===== config.mk =====
export PLATFORM = sky130hd
export DESIGN_NAME = tunnel_jam_monitor
export DESIGN_NICKNAME = d
export VERILOG_FILES = /design/src/rtl/tjm_pkg.sv /design/src/rtl/tjm_sensor_latch.sv /design/src/rtl/tjm_occupancy.sv /design/src/rtl/tunnel_jam_monitor.sv
export SDC_FILE = /design/constraint.sdc
export NUM_CORES = 1
export LEC_CHECK = 0
export BUFFER_PORTS_ARGS = -buffer_cell sky130_fd_sc_hd__buf_2
export CAP_MARGIN = 20
export CORE_MARGIN = 2
export CORE_UTILIZATION = 55
export CTS_CLUSTER_SIZE = 40
export DETAILED_ROUTE_END_ITERATION = 8
export HOLD_SLACK_MARGIN = 0.06
export PLACE_DENSITY = 0.87
export SYNTH_ARGS = -nofsm -noshare
export SYNTH_HDL_FRONTEND = slang
export SYNTH_SLANG_ARGS = --single-unit
export TNS_END_PERCENT = 20

===== constraint.sdc =====
create_clock -name clk -period 2.29 [get_ports clk]
set_input_delay 0.687 -clock clk [delete_from_list [all_inputs] [get_ports clk]]
set_output_delay 0.687 -clock clk [all_outputs]
set_load 0.02 [all_outputs]

===== src/rtl/tjm_pkg.sv =====
package tjm_pkg;
  typedef enum logic [1:0] {
    SVC_IDLE  = 2'd0,
    SVC_ENTRY = 2'd1,
    SVC_EXIT  = 2'd2
  } svc_t;

  localparam int unsigned SIDE_ENTRY = 0;
  localparam int unsigned SIDE_EXIT  = 1;
  localparam int unsigned NUM_SIDES  = 2;
endpackage


===== src/rtl/tjm_sensor_latch.sv =====
module tjm_sensor_latch #(
  parameter int unsigned SYNC_STAGES = 2
) (
  input  logic clk,
  input  logic rst_n,
  input  logic sense,
  input  logic cancel,
  output logic pending
);
  logic [SYNC_STAGES-1:0] sync_q, sync_d;
  logic prev_q, prev_d;
  logic pend_q, pend_d;
  logic rise;

  always_comb begin
    sync_d[0] = sense;
    for (int i = 1; i < SYNC_STAGES; i++) sync_d[i] = sync_q[i-1];
    prev_d = sync_q[SYNC_STAGES-1];
    rise   = sync_q[SYNC_STAGES-1] & ~prev_q;
    // a fresh edge wins over a cancel of the event already counted
    pend_d = rise | (pend_q & ~cancel);
  end

  always_ff @(posedge clk or negedge rst_n) begin
    if (!rst_n) begin
      sync_q <= '0;
      prev_q <= 1'b0;
      pend_q <= 1'b0;
    end else begin
      sync_q <= sync_d;
      prev_q <= prev_d;
      pend_q <= pend_d;
    end
  end

  assign pending = pend_q;
endmodule


===== src/rtl/tjm_occupancy.sv =====
module tjm_occupancy
  import tjm_pkg::*;
#(
  parameter int unsigned CNT_W = 8
) (
  input  logic             clk,
  input  logic             rst_n,
  input  logic             pend_entry,
  input  logic             pend_exit,
  input  logic             preload_en,
  input  logic [CNT_W-1:0] preload_val,
  output logic             cancel_entry,
  output logic             cancel_exit,
  output logic [CNT_W-1:0] count,
  output logic             underflow
);
  localparam logic [CNT_W-1:0] CNT_MAX = {CNT_W{1'b1}};

  svc_t svc;
  logic [CNT_W-1:0] cnt_q, cnt_d;
  logic uf_q, uf_d;
  logic cnt_en;

  always_comb begin
    if (preload_en)      svc = SVC_IDLE;
    else if (pend_entry) svc = SVC_ENTRY;
    else if (pend_exit)  svc = SVC_EXIT;
    else                 svc = SVC_IDLE;
  end

  assign cancel_entry = (svc == SVC_ENTRY);
  assign cancel_exit  = (svc == SVC_EXIT);

  always_comb begin
    cnt_d  = cnt_q;
    uf_d   = uf_q;
    cnt_en = preload_en || (svc != SVC_IDLE);
    if (preload_en) begin
      cnt_d = preload_val;
    end else begin
      case (svc)
        SVC_ENTRY: if (cnt_q != CNT_MAX) cnt_d = cnt_q + 1'b1;
        SVC_EXIT: begin
          if (cnt_q == '0) uf_d = 1'b1;
          else             cnt_d = cnt_q - 1'b1;
        end
        default: ;
      endcase
    end
  end

  always_ff @(posedge clk or negedge rst_n) begin
    if (!rst_n) begin
      cnt_q <= '0;
      uf_q  <= 1'b0;
    end else if (cnt_en) begin
      cnt_q <= cnt_d;
      uf_q  <= uf_d;
    end
  end

  assign count     = cnt_q;
  assign underflow = uf_q;
endmodule


===== src/rtl/tunnel_jam_monitor.sv =====
module tunnel_jam_monitor
  import tjm_pkg::*;
#(
  parameter int unsigned CNT_W       = 8,
  parameter int unsigned THRESHOLD   = 4,
  parameter int unsigned SYNC_STAGES = 2
) (
  input  logic             clk,
  input  logic             rst_n,
  input  logic             entry_sense,
  input  logic             exit_sense,
  input  logic             preload_en,
  input  logic [CNT_W-1:0] preload_val,
  output logic             alarm_n,
  output logic [CNT_W-1:0] occupancy,
  output logic             underflow,
  output logic             request
);
  localparam logic [CNT_W-1:0] THRESH_V = CNT_W'(THRESHOLD);

  logic [1:0] rst_sync_q;
  logic       rst_n_int;

  always_ff @(posedge clk or negedge rst_n) begin
    if (!rst_n) rst_sync_q <= 2'b00;
    else        rst_sync_q <= {rst_sync_q[0], 1'b1};
  end
  assign rst_n_int = rst_sync_q[1];

  logic [NUM_SIDES-1:0] sense_vec, cancel_vec, pend_vec;
  logic cancel_entry, cancel_exit;

  assign sense_vec[SIDE_ENTRY]  = entry_sense;
  assign sense_vec[SIDE_EXIT]   = exit_sense;
  assign cancel_vec[SIDE_ENTRY] = cancel_entry;
  assign cancel_vec[SIDE_EXIT]  = cancel_exit;

  for (genvar g = 0; g < NUM_SIDES; g++) begin : g_side
    tjm_sensor_latch #(.SYNC_STAGES(SYNC_STAGES)) u_latch (
      .clk     (clk),
      .rst_n   (rst_n_int),
      .sense   (sense_vec[g]),
      .cancel  (cancel_vec[g]),
      .pending (pend_vec[g])
    );
  end

  tjm_occupancy #(.CNT_W(CNT_W)) u_occ (
    .clk          (clk),
    .rst_n        (rst_n_int),
    .pend_entry   (pend_vec[SIDE_ENTRY]),
    .pend_exit    (pend_vec[SIDE_EXIT]),
    .preload_en   (preload_en),
    .preload_val  (preload_val),
    .cancel_entry (cancel_entry),
    .cancel_exit  (cancel_exit),
    .count        (occupancy),
    .underflow    (underflow)
  );

  assign request = |pend_vec;
  assign alarm_n = ~(occupancy > THRESH_V);
endmodule


==> flow_summary.toml <==
[outcome]
failed_checks = "setup timing"
status = "finished, violations left"

[critical_path]
critPathMaxFanout = 2
crit_start = "preload_en"
reg2reg_from = "g_side[1].u_latch.pending"
worstPathArrival_ps = 2590
worstSetupStartpointType = "input port"
rr_worst_depth = 8
required_ps = 2530
worst_setup_path_end_kind = "flip-flop"
critPathKind = "in -> reg"

[layout]
final-seq-area_sq_um = 478
layout_commonest_cell = "buf_2"
finalInstanceArea_sq_um = 1250
final_layout_size_suffix_gt1_share_pct = 37.1
stdcell_count = 157
utilization_pct = 73.1
multi_input_area_sq_um = 500
nNetsFinal = 147
diodes = 0
area_growth_syn_to_layout_pct = 25.5
fillerInstances = 127
most-common-layout-cells = "buf_2 (22), dfrtp_1 (17), buf_4 (10)"

[cts]
htree_levels = 1
clk_latency_ps = 290
root_buffer = "clkbuf_4"
clockBufferDepth = 2
cts.sinks = 19
clk_pin_slew_worst_paths_ps = 100
cts_buffers = 3
postCtsSetupRepairBufs = 0
cts_tree = "built"

[synth]
synth-seq-area-share_pct = 47.8
synthCells = 101
yosys_warnings = 0
yosys.area_share.simple_pct = 23.1
ys_ff_latch = 19
synthesis.area_sq_um = 995
syn_area_per_cell_sq_um = 9.85
synth_compound_area_share_pct = 18.5
async_flop_share_pct = 100
muxShareOfSynthArea_pct = 3.02
synthXorXnorAreaFrac_pct = 0.881
synth_cell_types = 39
syn-num-nets = 115
synth_edf_count = 0
synthAdderAreaFrac_pct = 1.26
ys.flop_type = "dfrtp_1"
synth_top_family_by_area = "simple AND/OR/NAND/NOR gates"

[min_path]
hp-class = "in -> async"

[run]
maxCapViolations = 0

[global_routing]
grt_first_pass_wirelength_mm = 3.99
grt_max_degree = 27
overflow = 0
grt_pass1_vias = 894
track_usage_pct = 27.5
antenna_found_initial = 0

[floorplan]
initial_utilization_pct = 58.2
die_w_um = 46.5
dieArea_sq_um = 2160
core_area_sq_um = 1710
io_pins = 24
rows = 15
die_h_um = 46.5

[timing]
slew_viol_final = 0
period_needed_ps = 2350
maxSlewHeadroom_pct = 53.3
fin_skew_ps = 4.03
setup_viol = 1
layout_setup_ws_ps = -61.9
max_freq_mhz = 425
period_share_pct = 103
finalHoldViolations = 0
worst_slew_pin_slew_ps = 701
rsz0062_at_grt = "true"
setup_tns_ps = -61.9

[drt]
antenna_left = 0
avgRoutedWirePerCell_um = 15.3
vias = 899
viasPerCell = 5.73
drt-initial-drc-count = 22
drc = 0
firstDrtPassIters = 4
drt-total-wl_mm = 2.40

[power]
power.density_nw_per_um2 = 778
p_clk_share_pct = 17.0
p_leak_uw = 0.000581
pwr-share-seq_pct = 47.5
p_sw_share_pct = 37.8
p_sw_uw = 367
ir_worst_vdd_mv = 0.521
p_comb_share_pct = 35.5
p_int_uw = 605

[place]
dp_cells = 153
place_area_sq_um = 1190
gp_congestion = 0.890
place.port_buffers = 23
dpl.hpwl_mm = 1.67
state kept, by name, indices dropped and copies added (netlist names):
name / cells
g_side.u_latch.sync_q: 4
u_occ.count: 8
u_occ.underflow: 1
rst_sync_q: 2
g_side.u_latch.prev_q: 2
g_side.u_latch.pending: 2
cell families (layout without fill, tap and decap cells):
logic type / after synthesis / in the layout
buffers and inverters: 8 / 39
other: 1 / 1
adder cells (fa/ha/maj): 1 / 1
multiplexers: 3 / 3
XOR/XNOR: 1 / 1
flip-flops: 19 / 19
AND/OR/NAND/NOR: 41 / 41
AO/OA/AOI/OAI: 27 / 27
worst max-delay path: stages:
cell	delay [ps]
buf_2	110
or3b_4	400
xnor2_1	140
ha_2	190
or3_4	330
nor3_2	120
a41oi_1	80
or4_1	430
nand3_1	100
power by group through the flow:
| stage | sequential [uW] | clock, uW | combinational, uW |
|---|---|---|---|
| final | 461 | 165 | 345 |
| after global routing | 472 | 188 | 378 |
| after CTS | 456 | 169 | 332 |
| after detailed placement | 460 | 0 | 316 |
| after global placement | 455 | 0 | 302 |
| after floorplan | 483 | 0 | 172 |
cell type report:
cell class | count | share of cell area, %
tap | 25 | 2.51
timing repair buffer | 33 | 16.4
inverter | 2 | 0.601
sequential | 19 | 38.3
clock buffer | 4 | 2.10
multi-input combinational | 74 | 40.1
cell usage after synthesis, drive strengths merged, types with 3 or more instances:
cell type | count | area [sq um]
nand2 | 8 | 37.5
or3 | 4 | 25.0
a22oi | 4 | 30.0
nor3 | 5 | 25.0
mux2i | 3 | 30.0
buf | 4 | 35.0
o2bb2ai | 3 | 26.3
o21ai | 9 | 45.0
dfrtp | 19 | 475
nor2 | 8 | 30.0
stage by stage:
stage / hold slack, ps / power, uW / setup slack (ps)
2_1_floorplan: 213 / 655 / -395
3_3_place_gp: 299 / 757 / -313
3_5_place_dp: 310 / 776 / -446
4_1_cts: 153 / 957 / -60.7
5_1_grt: 133 / 1040 / -109
6_report: 157 / 972 / -61.9
path summary, 6_finish.rpt:
path / endpoint / slack [ps]
max in group asynchronous: u_occ.count[5] / 1510
max reg2reg: u_occ.count[6] / 10
min reg2reg: g_side[0].u_latch.sync_q[0] / 290
min: rst_sync_q[0] / 160
min in group clk: rst_sync_q[1] / 360
max: u_occ.count[6] / -60
timing repair:
action,in CTS,in global routing
gates resized for setup,4,5
hold buffers,0,0
setup endpoints to repair,2,2
pin swaps,0,1
routing by layer:
metal | vias to the layer above | global-route usage, % | wire, um
met5 | - | 0 | 0
met4 | 0 | 12.0 | 4
met3 | 2 | 6.67 | 113
met2 | 42 | 45.8 | 1270
met1 | 427 | 33.4 | 1010
li1 | 428 | - | -
(Power assumes the default switching activity.)
